### config.mk
export PLATFORM = sky130hd
export DESIGN_NAME = dqsl_scan_loader
export DESIGN_NICKNAME = d
export VERILOG_FILES = /design/src/rtl/dqsl_pkg.sv /design/src/rtl/dqsl_field_merge.sv /design/src/rtl/dqsl_seq_ctrl.sv /design/src/rtl/dqsl_shift_bank.sv /design/src/rtl/dqsl_enable_decode.sv /design/src/rtl/dqsl_scan_loader.sv
export SDC_FILE = /design/constraint.sdc
export NUM_CORES = 1
export LEC_CHECK = 0
export BUFFER_PORTS_ARGS = -buffer_cell sky130_fd_sc_hd__buf_2
export CAP_MARGIN = 10
export CORE_MARGIN = 2
export CORE_UTILIZATION = 35
export DETAILED_ROUTE_END_ITERATION = 6
export GPL_ROUTABILITY_DRIVEN = 0
export MAX_ROUTING_LAYER = met4
export PLACE_DENSITY_LB_ADDON = 0.1
export SLEW_MARGIN = 10
export SYNTH_ARGS = -nofsm -noshare
export SYNTH_HDL_FRONTEND = slang
export SYNTH_SLANG_ARGS = --single-unit
### constraint.sdc
create_clock -name clk -period 2 [get_ports clk]
set_input_delay 0.4 -clock clk [delete_from_list [all_inputs] [get_ports clk]]
set_output_delay 0.4 -clock clk [all_outputs]
set_load 0.01 [all_outputs]
### src/rtl/dqsl_pkg.sv
package dqsl_pkg;

    typedef enum logic [2:0] {
        ST_IDLE      = 3'd0,
        ST_DQ        = 3'd1,
        ST_DQS_IO    = 3'd2,
        ST_DQS_LOGIC = 3'd3,
        ST_UPDATE    = 3'd4,
        ST_DONE      = 3'd5
    } seq_state_e;

    // Field positions inside the DQS logic word; the chain decodes them.
    localparam int DLY_LSB   = 17;
    localparam int DLY_W     = 5;
    localparam int INV_BIT   = 22;
    localparam int PH_LSB    = 23;
    localparam int PH_W      = 2;
    localparam int SPARE_LSB = 25;
    localparam int SPARE_W   = 5;
    localparam int FIELD_TOP = SPARE_LSB + SPARE_W;

    typedef struct packed {
        logic [DLY_W-1:0] dly;
        logic             inv;
        logic [PH_W-1:0]  phase;
    } dqs_field_t;

    typedef struct packed {
        logic en_io;
        logic en_logic;
        logic update;
        logic done;
        logic busy;
    } scan_ctl_t;

    function automatic logic is_shifting(seq_state_e s);
        return (s == ST_DQ) || (s == ST_DQS_IO) || (s == ST_DQS_LOGIC);
    endfunction

endpackage

### src/rtl/dqsl_field_merge.sv
module dqsl_field_merge
    import dqsl_pkg::*;
#(
    parameter int LOGIC_SEG_W = 101
) (
    input  logic [LOGIC_SEG_W-1:0] raw_word,
    input  dqs_field_t             fields,
    output logic [LOGIC_SEG_W-1:0] merged_word
);

    generate
        if (LOGIC_SEG_W >= FIELD_TOP) begin : g_overlay
            always_comb begin
                merged_word                       = raw_word;
                merged_word[DLY_LSB +: DLY_W]     = fields.dly;
                merged_word[INV_BIT]              = fields.inv;
                merged_word[PH_LSB +: PH_W]       = fields.phase;
                merged_word[SPARE_LSB +: SPARE_W] = '0;
            end
        end else begin : g_pass
            assign merged_word = raw_word;
        end
    endgenerate

endmodule

### src/rtl/dqsl_seq_ctrl.sv
module dqsl_seq_ctrl
    import dqsl_pkg::*;
#(
    parameter int DQ_W        = 8,
    parameter int IO_SEG_W    = 40,
    parameter int LOGIC_SEG_W = 101,
    localparam int IDX_W      = (DQ_W > 1) ? $clog2(DQ_W) : 1,
    localparam int MAX_SEG    = (IO_SEG_W > LOGIC_SEG_W) ? IO_SEG_W : LOGIC_SEG_W,
    localparam int CNT_W      = $clog2(MAX_SEG + 1)
) (
    input  logic             clk,
    input  logic             rst,
    input  logic             start,
    output seq_state_e       state,
    output logic [IDX_W-1:0] dq_idx,
    output logic             accept
);

    logic [CNT_W-1:0] bit_cnt;
    logic             io_last;
    logic             logic_last;
    logic             dq_last;

    assign accept     = (state == ST_IDLE) && start;
    assign io_last    = (bit_cnt == CNT_W'(IO_SEG_W - 1));
    assign logic_last = (bit_cnt == CNT_W'(LOGIC_SEG_W - 1));
    assign dq_last    = (dq_idx == IDX_W'(DQ_W - 1));

    always_ff @(posedge clk) begin
        if (rst) begin
            state   <= ST_IDLE;
            bit_cnt <= '0;
            dq_idx  <= '0;
        end else begin
            case (state)
                ST_IDLE: begin
                    bit_cnt <= '0;
                    dq_idx  <= '0;
                    if (start) state <= ST_DQ;
                end
                ST_DQ: begin
                    if (io_last) begin
                        bit_cnt <= '0;
                        if (dq_last) begin
                            dq_idx <= '0;
                            state  <= ST_DQS_IO;
                        end else begin
                            dq_idx <= dq_idx + 1'b1;
                        end
                    end else begin
                        bit_cnt <= bit_cnt + 1'b1;
                    end
                end
                ST_DQS_IO: begin
                    if (io_last) begin
                        bit_cnt <= '0;
                        state   <= ST_DQS_LOGIC;
                    end else begin
                        bit_cnt <= bit_cnt + 1'b1;
                    end
                end
                ST_DQS_LOGIC: begin
                    if (logic_last) begin
                        bit_cnt <= '0;
                        state   <= ST_UPDATE;
                    end else begin
                        bit_cnt <= bit_cnt + 1'b1;
                    end
                end
                ST_UPDATE: state <= ST_DONE;
                default:   state <= ST_IDLE;
            endcase
        end
    end

    AST_IDX_IN_RANGE: assert property (@(posedge clk) disable iff (rst)
        dq_idx <= IDX_W'(DQ_W - 1));

    AST_NO_RESTART: assert property (@(posedge clk) disable iff (rst)
        (is_shifting(state) || state == ST_UPDATE) |=> (state != ST_IDLE));

    AST_UPDATE_AFTER_LOGIC: assert property (@(posedge clk) disable iff (rst)
        (state == ST_UPDATE) |-> ($past(state) == ST_DQS_LOGIC));

endmodule

### src/rtl/dqsl_shift_bank.sv
module dqsl_shift_bank
    import dqsl_pkg::*;
#(
    parameter int DQ_W        = 8,
    parameter int IO_SEG_W    = 40,
    parameter int LOGIC_SEG_W = 101,
    localparam int DQ_BITS    = DQ_W * IO_SEG_W
) (
    input  logic                   clk,
    input  logic                   rst,
    input  logic                   load,
    input  seq_state_e             state,
    input  logic [DQ_BITS-1:0]     dq_word,
    input  logic [IO_SEG_W-1:0]    io_word,
    input  logic [LOGIC_SEG_W-1:0] logic_word,
    output logic                   ser_bit
);

    logic [DQ_BITS-1:0]     dq_sr;
    logic [IO_SEG_W-1:0]    io_sr;
    logic [LOGIC_SEG_W-1:0] lg_sr;

    // DQ segments are concatenated, so one right shift walks segment 0 LSB
    // first and then continues straight into segment 1 and upward.
    always_ff @(posedge clk) begin
        if (rst) begin
            dq_sr <= '0;
            io_sr <= '0;
            lg_sr <= '0;
        end else if (load) begin
            dq_sr <= dq_word;
            io_sr <= io_word;
            lg_sr <= logic_word;
        end else begin
            if (state == ST_DQ)        dq_sr <= dq_sr >> 1;
            if (state == ST_DQS_IO)    io_sr <= io_sr >> 1;
            if (state == ST_DQS_LOGIC) lg_sr <= lg_sr >> 1;
        end
    end

    always_comb begin
        case (state)
            ST_DQ:        ser_bit = dq_sr[0];
            ST_DQS_IO:    ser_bit = io_sr[0];
            ST_DQS_LOGIC: ser_bit = lg_sr[0];
            default:      ser_bit = 1'b0;
        endcase
    end

    AST_LOAD_ONLY_IDLE: assert property (@(posedge clk) disable iff (rst)
        load |-> (state == ST_IDLE));

endmodule

### src/rtl/dqsl_enable_decode.sv
module dqsl_enable_decode
    import dqsl_pkg::*;
#(
    parameter int DQ_W   = 8,
    parameter int IDX_W  = 3
) (
    input  logic             clk,
    input  logic             rst,
    input  seq_state_e       state,
    input  logic [IDX_W-1:0] dq_idx,
    input  logic             ser_bit,
    output logic [DQ_W-1:0]  en_dq,
    output scan_ctl_t        ctl
);

    genvar g;
    generate
        for (g = 0; g < DQ_W; g++) begin : g_dq_en
            assign en_dq[g] = (state == ST_DQ) && (dq_idx == IDX_W'(g));
        end
    endgenerate

    always_comb begin
        ctl.en_io    = (state == ST_DQS_IO);
        ctl.en_logic = (state == ST_DQS_LOGIC);
        ctl.update   = (state == ST_UPDATE);
        ctl.done     = (state == ST_DONE);
        ctl.busy     = (state != ST_IDLE);
    end

    AST_ONE_ENABLE: assert property (@(posedge clk) disable iff (rst)
        ($countones({en_dq, ctl.en_io, ctl.en_logic}) <= 1));

    AST_UPDATE_QUIET: assert property (@(posedge clk) disable iff (rst)
        ctl.update |-> (en_dq == '0 && !ctl.en_io && !ctl.en_logic && !ser_bit));

    AST_UPDATE_SINGLE: assert property (@(posedge clk) disable iff (rst)
        ctl.update |=> !ctl.update);

    AST_DONE_FOLLOWS_UPDATE: assert property (@(posedge clk) disable iff (rst)
        ctl.update |=> (ctl.done && ctl.busy));

    AST_IDLE_AFTER_DONE: assert property (@(posedge clk) disable iff (rst)
        ctl.done |=> (!ctl.busy && !ctl.done));

endmodule

### src/rtl/dqsl_scan_loader.sv
module dqsl_scan_loader
    import dqsl_pkg::*;
#(
    parameter int DQ_W        = 8,
    parameter int IO_SEG_W    = 40,
    parameter int LOGIC_SEG_W = 101,
    localparam int IDX_W      = (DQ_W > 1) ? $clog2(DQ_W) : 1
) (
    input  logic                      clk,
    input  logic                      rst,
    input  logic                      start,
    input  logic [DQ_W*IO_SEG_W-1:0]  dq_cfg,
    input  logic [IO_SEG_W-1:0]       dqs_io_cfg,
    input  logic [LOGIC_SEG_W-1:0]    dqs_logic_cfg,
    input  logic [4:0]                busout_dly,
    input  logic                      pst_inv,
    input  logic [1:0]                pst_phase,
    output logic                      busy,
    output logic                      done,
    output logic                      scan_data,
    output logic [DQ_W-1:0]           scan_en_dq,
    output logic                      scan_en_dqs_io,
    output logic                      scan_en_dqs_logic,
    output logic                      scan_update
);

    seq_state_e             state;
    logic [IDX_W-1:0]       dq_idx;
    logic                   accept;
    logic [LOGIC_SEG_W-1:0] merged_logic;
    logic                   ser_bit;
    dqs_field_t             fields;
    scan_ctl_t              ctl;

    assign fields = '{dly: busout_dly, inv: pst_inv, phase: pst_phase};

    dqsl_seq_ctrl #(
        .DQ_W        (DQ_W),
        .IO_SEG_W    (IO_SEG_W),
        .LOGIC_SEG_W (LOGIC_SEG_W)
    ) u_ctrl (
        .clk    (clk),
        .rst    (rst),
        .start  (start),
        .state  (state),
        .dq_idx (dq_idx),
        .accept (accept)
    );

    dqsl_field_merge #(
        .LOGIC_SEG_W (LOGIC_SEG_W)
    ) u_merge (
        .raw_word    (dqs_logic_cfg),
        .fields      (fields),
        .merged_word (merged_logic)
    );

    dqsl_shift_bank #(
        .DQ_W        (DQ_W),
        .IO_SEG_W    (IO_SEG_W),
        .LOGIC_SEG_W (LOGIC_SEG_W)
    ) u_bank (
        .clk        (clk),
        .rst        (rst),
        .load       (accept),
        .state      (state),
        .dq_word    (dq_cfg),
        .io_word    (dqs_io_cfg),
        .logic_word (merged_logic),
        .ser_bit    (ser_bit)
    );

    dqsl_enable_decode #(
        .DQ_W  (DQ_W),
        .IDX_W (IDX_W)
    ) u_dec (
        .clk     (clk),
        .rst     (rst),
        .state   (state),
        .dq_idx  (dq_idx),
        .ser_bit (ser_bit),
        .en_dq   (scan_en_dq),
        .ctl     (ctl)
    );

    assign scan_data         = ser_bit;
    assign scan_en_dqs_io    = ctl.en_io;
    assign scan_en_dqs_logic = ctl.en_logic;
    assign scan_update       = ctl.update;
    assign done              = ctl.done;
    assign busy              = ctl.busy;

    AST_BUSY_AFTER_ACCEPT: assert property (@(posedge clk) disable iff (rst)
        (start && !busy) |=> (busy && scan_en_dq[0]));

    AST_DQ_NOT_OUTSIDE: assert property (@(posedge clk) disable iff (rst)
        (scan_en_dqs_io || scan_en_dqs_logic || scan_update || !busy) |-> (scan_en_dq == '0));

endmodule

* After elaboration in Yosys (flattened, before gate mapping)
Cells that the tools add are included.
** Operators by class
- $add $sub $neg :: 2
- Eq/ne operators :: 19
- Multiplexer cells :: 19
- Reduce and logical (&&, ||, !) cells :: 21
** Operators with widths (number)
- 2-to-1 mux 320 bit :: 2
- 2-to-1 mux 101 bit :: 2
- 2-to-1 mux 40 bit :: 2
- 2-to-1 mux 3 bit :: 7
- one-hot mux 7 bit (3 select lines) :: 1
- equality test 3 bit (second input constant) :: 6
- one-hot mux 3 bit (5 select lines) :: 1
- 2-to-1 mux 7 bit :: 2
- equality test 3 x 2 -> 1 bit (second input constant) :: 4
- logical AND 1 bit :: 9
- nonzero test 2 bit :: 4
- adder 7 x 1 -> 7 bit (second input constant) :: 1
- equality test 7 x 6 -> 1 bit (second input constant) :: 1
- equality test 7 bit (second input constant) :: 1
- equality test 3 x 1 -> 1 bit (second input constant) :: 2
- logical NOT 3 bit :: 2
- != test 2 bit (second input constant) :: 3
- one-hot mux 3 bit (2 select lines) :: 1
- nonzero test 3 bit :: 2
- AND reduction 5 bit :: 1
- != test 2 x 1 -> 1 bit (second input constant) :: 2
- OR reduction 2 bit :: 2
- adder 3 x 1 -> 3 bit (second input constant) :: 1
- one-hot mux 1 bit (3 select lines) :: 1
- AND reduction 2 bit :: 1
** Word-level totals
- Bits in registers :: 474
- Input bits :: 472
- Output and inout bits :: 14
- Logic and storage cells :: 68

* Longest topological paths before layout
Gate-level depths: netlist of the first run.
- Word-level depth :: 4
- Depth in mapped cells :: 8
- Mapped depth without buffers :: 6

* Hierarchy
A second synthesis of the first run with hierarchy kept.
** Second synthesis, totals
- Cells, all modules :: 2793
- Area total of the unflattened synthesis :: 21892.2 um^2
** By module, submodules not included
- dqsl_shift_bank :: instances 1, cells an instance 2568, area each 20159.3 um^2, sequential area each 9228.9 um^2
- dqsl_seq_ctrl :: instances 1, cells an instance 102, area each 827.0 um^2, sequential area each 260.2 um^2
- dqsl_field_merge :: instances 1, cells an instance 102, area each 762.0 um^2, sequential area each 0.0 um^2
- dqsl_enable_decode :: instances 1, cells an instance 21, area each 143.9 um^2, sequential area each 0.0 um^2

* Least setup slack after synthesis of the first run
No wires, ideal clock.
- Kind :: reg-to-output
- Start :: register u_ctrl.state[0]
- End :: output scan_en_dq[0]
- Arrival time :: 1.294 ns
- Data required time :: 1.600 ns
- Slack :: 0.306 ns
- Stages on the path, launching flop included :: 6
- Buffers on the path :: 3
- Cells stage by stage :: dfxtp_1 buf_4 nor3b_4 buf_4 clkbuf_1 and3_1
** Between the ends
- Longest elaborated chain between the ends :: 2
** Ends and longest elaborated chain
- from (decl) :: line dqsl_seq_ctrl.sv:14 : output seq_state_e state,
- from (signal assigned) :: line dqsl_seq_ctrl.sv:31 : state <= ST_IDLE;
- from (signal assigned) :: line dqsl_seq_ctrl.sv:39 : if (start) state <= ST_DQ;
- from (signal assigned) :: line dqsl_seq_ctrl.sv:46 : state <= ST_DQS_IO;
- equality test 3 x 1 -> 1 bit :: line dqsl_enable_decode.sv:19 : assign en_dq[g] = (state == ST_DQ) && (dq_idx == IDX_W'(g));
- logical AND 1 bit :: line dqsl_enable_decode.sv:19
- to (decl) :: line dqsl_scan_loader.sv:21 : output logic [DQ_W-1:0] scan_en_dq,
Every way passes these cells.

* Final worst setup path of the first run
- Start :: register u_ctrl.state[1]
- End :: output scan_data
** Between the ends
- Longest elaborated chain between the ends :: 2
- Elaborated cells between the ends (all ways) :: 4
- Classes of those cells :: eq/ne: 3; mux: 1
** Ends and longest elaborated chain
- equality test 3 x 2 -> 1 bit / equality test 3 x 1 -> 1 bit (equally long branches) :: line dqsl_shift_bank.sv:42 : case (state)
- one-hot mux 1 bit (3 select lines) * :: line dqsl_shift_bank.sv:42
- to (decl) :: line dqsl_scan_loader.sv:20 : output logic scan_data,
Mark *: on every way between the ends. The rest lies on a longest branch, timed or not.

==> flow_metrics.tcl, run 1 <==
set metrics [dict create \
    fmax_mhz 470 \
    postCtsHoldBufs 0 \
    io_pins 486 \
    synth_ff_type "dfxtp_1" \
    wl_um 63100 \
    drt_iter0_markers 911 \
    ys_types 49 \
    path_max_fanout 6 \
    htree_levels 2 \
    crit_end "scan_data" \
    vias_per_cell 5.03 \
    synth_edf_count 0 \
    fin_crit_sh 1.06 \
    hold_depth 3 \
    cts_tree "built" \
    die_w_um 255 \
    dpl.hpwl_um 42900 \
    grt_pass1_wl_um 96400 \
    synth_most_common_cell "dfxtp_1" \
    nNetsFinal 3072 \
    hold_path_class "in2reg" \
    dr.pass1.iters 5 \
    grt_pass1_vias 17765 \
    critPathCaptureType "output port" \
    r2r-start "u_ctrl.state[1]" \
    setup_tns_ps -1060 \
    hold_viol 0 \
    root_buffer "clkbuf_16" \
    yosysTopAreaCell "dfxtp_1" \
    crit_start "u_ctrl.state[1]" \
    synthArstFlopShare 0 \
    initial_core_util 0.352 \
    portBuffers 472 \
    worstSkewPairLatency_ps 600 \
    drv_slew 0 \
    place_ws_ps -95.0 \
    cts_buffers 55 \
    antenna_found_initial 35 \
    status "complete, but fails checks" \
    ir_drop_uv 651 \
    synth-seq-cells 474 \
    synth_top_cells_by_count "dfxtp_1, nand2_1, a22oi_2" \
    drive_gt1_frac 0.480 \
    crit_type "reg2out" \
    overflow 0 \
    cpMaxStageDelayCell "dfxtp_4" \
    synth_area_leaders "dfxtp_1, a22oi_2, a21oi_2, nand2_1, mux2i_1" \
    synth_area_um2 22100 \
    clkSinkCount 474 \
    power_density_nw_per_um2 857 \
    power_w 0.0237 \
    grt_max_degree 91 \
    tightest_slew_ps 580 \
    grt_setup_unrepaired "true" \
    synth_area_per_cell_um2 10.2 \
    area_delta_synth_final_pct 25.0 \
    ant_nets 0 \
    clkTransAtPathRegs_ps 60 \
    setup_viol 14 \
    core-area_um2 62700 \
    slew_headroom 0.613 \
    syn-num-nets 2653 \
    rows 92 \
    wl_per_cell_um 17.9 \
    ys_warn_count 0 \
    critPathMaxStageDelay_ps 400 \
    finalWorstSetupSlack_ps -126 \
    netlist_instances 2172 \
    drc 0 \
    yosysSeqAreaShare 0.429 \
    cts.path.max_buffers 3 \
    r2r_setup_slack_ps 90 \
    yosys.area.top_type_share 0.429 \
    reg2reg_depth 9 \
    vias 17680 \
    fin_worst_skew_ps 13.9 \
    r2r-end "u_bank.dq_sr[319]" \
    fin_crit_ps 2130 \
    worstPathRequired_ps 1600 \
    die_y_um 255 \
    cp_data_arrival_time_ps 1730 \
    leakagePower_nw 10.4 \
    violations "setup timing" \
    worstPathCellList "buf_6, mux2_2, nand2_1, a21oi_1, buf_4" \
    grt_usage 0.189 \
    die_area_um2 65200 \
    nFillCells 6120 \
    max-cap-violations 0 \
    cp-start-kind "flop" \
]
## timing repair
item	4_1_cts	5_1_grt
setup buffers	19	1
cloned	0	2
resized for setup	49	21
endpoints found under the setup margin	52	278
pin swaps	4	1
## routing by layer
metal / global-route usage / share of wire / vias up
met5: - / 0 / -
met4: 0.0612 / 0.020 / 0
met3: 0.0565 / 0.069 / 86
met2: 0.300 / 0.48 / 362
met1: 0.231 / 0.44 / 8467
li1: - / - / 8765
## critical path: cells and delay by family, from the launching register on
kind                   cells  cell delay, ps
AOI/OAI and AO/OA          1              80
buffers and inverters      2             270
DFF                        1             400
muxes                      1             310
and+or+nand+nor            1              70
## how the worst min path moves through the flow
stage	startpoint	endpoint	slack [ps]
floorplan	u_bank.lg_sr[30]	u_bank.lg_sr[29]	430
global placement	u_bank.dq_sr[314]	u_bank.dq_sr[314]	440
detailed placement	u_bank.io_sr[8]	u_bank.io_sr[8]	450
CTS	dqs_io_cfg[39]	u_bank.io_sr[39]	20
global route	dq_cfg[95]	u_bank.dq_sr[95]	50
finish	dqs_io_cfg[39]	u_bank.io_sr[39]	60
## power by group
group | switching, W | internal (W)
clock network | 0.00406 | 0.00588
logic | 0.00180 | 0.00145
registers | 0.000394 | 0.0101
## final cells by class
cell class                 instances  area (µm²)  area share
multi-input combinational       1479       11300       0.408
sequential                       474        9500       0.344
timing repair buffer             572        3880       0.140
clock buffer                      88        1730      0.0627
tap                              846        1060      0.0383
antenna                           35        87.6     0.00317
clock inverter                    11        61.3     0.00222
inverter                           9        45.0     0.00163
## cell usage in the layout, fill, tap and decap left out, drive strengths merged, types with 2 or more instances in the layout
cell type / synthesis / layout
nor3: 6 / 6
o21ai: 6 / 6
or3: 2 / 2
and2: 6 / 6
nand4: 3 / 3
mux2i: 97 / 97
clkbuf: 81 / 90
ha: 9 / 9
nand3b: 2 / 2
a21oi: 368 / 368
clkinv: 0 / 10
o2111ai: 2 / 2
xor2: 2 / 2
mux2: 2 / 2
a211oi: 98 / 98
nand2: 375 / 375
nor3b: 2 / 2
dfxtp: 474 / 474
clkinvlp: 0 / 4
a31oi: 3 / 3
diode: 0 / 35
and3: 6 / 6
nand3: 7 / 7
nor2: 108 / 108
a22oi: 358 / 358
or2: 2 / 2
o31ai: 2 / 2
buf: 129 / 570
xnor2: 3 / 3
inv: 9 / 6
## kinds of logic (layout without fill, tap and decap cells)
family                     after synthesis  count (layout)  share of synthesized area
AOI/OAI and AO/OA                      840             840                      0.358
muxes                                   99              99                     0.0451
buffers and inverters                  219             680                     0.0642
xor gates and xnor gates                 5               5                    0.00198
other                                    0              35                          0
adders and majority gates                9               9                    0.00510
and+or+nand+nor                        526             526                     0.0962
DFF                                    474             474                      0.429
## registers in the layout (all words and copies together), names as in the netlist
signal and count:
u_bank.dq_sr 320, u_bank.io_sr 40, u_bank.lg_sr 101, u_ctrl.bit_cnt 7
u_ctrl.dq_idx 3, u_ctrl.state 3
## through the flow
step	hold slack, ps	instance area [µm²]	instances	util
floorplan	430	22100	2172	-
detailed placement	450	25300	3359	0.403
finish	61.1	27600	3514	0.440
global route	45.3	27600	3513	0.440
global placement	442	25300	3359	0.403
CTS	21.6	27400	3477	0.437
Note: power is estimated with default switching activity, not from simulation.
==> run 2, diff against run 1 <==
- CORE_UTILIZATION: 35 -> 55
==> run 2 against run 1 <==
The run still ends with setup timing left. Core utilization increased by 24 points. Combinational power decreased by 2%. Clock-buffer cell count decreased by 10. Clock power decreased by 8.8%. Via count increased by 0.53%. Setup slack improved by 47 ps. Sequential share of layout area increased by 0.84 points. Routed wire length decreased by 9.5%. Sequential cell count unchanged. Maximum frequency increased by 2.3%. Die area decreased by 36%. Critical path type unchanged. Critical endpoint is now scan_en_dq[0].
==> flow_metrics.tcl, run 2 (same netlist as run 1, synthesis figures left out) <==
set metrics [dict create \
    hold_viol 0 \
    cts.path.max_buffers 3 \
    top_register "u_bank.dq_sr" \
    overflow 0 \
    die_area_um2 41800 \
    ir_drop_uv 720 \
    mostFrequentLayoutCells "dfxtp_1, buf_2, nand2_1" \
    crit_type "reg2out" \
    cts_tree "built" \
    setup_viol 12 \
    clkSinkCount 474 \
    drc 0 \
    min_from "dqs_logic_cfg[100]" \
    cp-start-kind "flop" \
    min_to "u_bank.lg_sr[100]" \
    switchingPower_w 0.00595 \
    wl_per_cell_um 17.9 \
    top_regs "u_bank.dq_sr x320, u_bank.lg_sr x101, u_bank.io_sr x40" \
    drv_slew 0 \
    clkTransAtPathRegs_ps 60 \
    power.share.clock 0.399 \
    path_max_fanout 5 \
    hold_path_class "in2reg" \
    reg2reg_depth 7 \
    hold_depth 3 \
    tightest_slew_ps 427 \
    place_ws_ps 47.5 \
    fin_crit_ps 2080 \
    fmax_mhz 481 \
    worstSkewPairLatency_ps 580 \
    cp_data_arrival_time_ps 1680 \
    dr.pass1.iters 5 \
    grt_pass1_vias 17374 \
    core-area_um2 39700 \
    nNetsFinal 3069 \
    rows 73 \
    area_delta_synth_final_pct 22.0 \
    r2r-start "u_ctrl.state[2]" \
    violations "setup timing" \
    power_density_nw_per_um2 843 \
    p_comb_frac 0.140 \
    power_frac_seq 0.461 \
    wl_um 57100 \
    htree_levels 2 \
    leakagePower_nw 10.3 \
    antenna_found_initial 41 \
    finalWorstSetupSlack_ps -78.6 \
    drive_gt1_frac 0.479 \
    intPower_w 0.0168 \
    grt_max_degree 71 \
    die_w_um 204 \
    post-route-util 0.679 \
    initial_core_util 0.556 \
    drt_iter0_markers 1056 \
    grt_setup_unrepaired "true" \
    vias_per_cell 5.57 \
    fin_crit_sh 1.04 \
    place_area_um2 24900 \
    die_y_um 204 \
    cts_buffers 50 \
    status "complete, but fails checks" \
    io_pins 486 \
    r2r_setup_slack_ps 120 \
    r2r-end "u_bank.lg_sr[76]" \
    nFillCells 3175 \
    largest_reg_flops 320 \
    slew_headroom 0.715 \
    dpl.hpwl_um 39300 \
    critPathCaptureType "output port" \
    portBuffers 472 \
    max-cap-violations 0 \
    fin_worst_skew_ps 15.1 \
    root_buffer "clkbuf_16" \
    worstPathRequired_ps 1600 \
    switching_share 0.262 \
    final_common_cell "dfxtp_1" \
    grt_usage 0.270 \
    stdcell_area_um2 27000 \
    vias 17773 \
    ant_nets 0 \
    grt_pass1_wl_um 88700 \
]
==> run 2: cell count changes in the layout (fill, tap and decap cells not counted), sizes merged <==
cell and change:
buf +2, diode +6, inv +1, bufinv +1, clkbuf -11, clkinv -2, bufbuf +1
==> run 2: worst max-delay path by stage <==
stage | startpoint | to | slack [ps]
finish | u_ctrl.state[2] | scan_en_dq[0] | -80
global route | u_ctrl.state[2] | scan_en_dq[6] | -140
CTS | u_ctrl.state[1] | scan_en_dq[1] | -120
detailed placement | start | u_bank.io_sr[39] | 50
global placement | start | u_bank.io_sr[39] | 70
floorplan | u_ctrl.state[0] | scan_en_dq[0] | 310
==> run 2: per-layer routing <==
layer | GRT usage | up-vias | share of wire
li1 | - | 8753 | -
met1 | 0.326 | 8469 | 0.42
met2 | 0.434 | 457 | 0.49
met3 | 0.0671 | 94 | 0.063
met4 | 0.105 | 0 | 0.026
met5 | - | - | 0
==> run 2: worst max-delay path, stage by stage (launching register included) <==
cell and delay [ps]:
dfxtp_4 360, nor3b_4 280, buf_6 160, and3_4 190, buf_6 110
==> run 2: area by class of cell <==
class | instances | area (µm²) | share of cell area
flip-flops and latches | 474 | 9500 | 0.352
well taps | 525 | 657 | 0.0244
clock inverters | 11 | 90.1 | 0.00334
clock buffers | 78 | 1510 | 0.0559
inverters | 9 | 45.0 | 0.00167
multi-input cells | 1479 | 11300 | 0.417
repair buffers | 574 | 3810 | 0.141
diodes | 41 | 103 | 0.00380
==> run 2: timing repair <==
item / 4_1_cts / 5_1_grt
pin swaps: 3 / 2
buffers inserted: 11 / 7
hold buffers: 0 / 0
resized for setup: 39 / 12
endpoints found under the setup margin: 14 / 99
cloned: 2 / 1
==> run 2: stage by stage <==
| step | instances | hold slack, ps | TNS, ps | total power [W] |
|---|---|---|---|---|
| 2_1_floorplan | 2172 | 430 | 0 | 0.0128 |
| 3_3_place_gp | 3040 | 437 | 0 | 0.0137 |
| 3_5_place_dp | 3040 | 448 | 0 | 0.0139 |
| 4_1_cts | 3142 | 22.9 | -1210 | 0.0229 |
| 5_1_grt | 3190 | 64.0 | -1370 | 0.0237 |
| 6_report | 3191 | 60.7 | -539 | 0.0228 |
==> run 2: power by group through the flow <==
stage / Clock (W) / Combinational (W) / Sequential (W)
after floorplan: 0 / 0.00221 / 0.0106
after global placement: 0 / 0.00309 / 0.0107
after detailed placement: 0 / 0.00317 / 0.0107
after CTS: 0.00926 / 0.00320 / 0.0105
after global routing: 0.00962 / 0.00348 / 0.0106
final: 0.00907 / 0.00319 / 0.0105
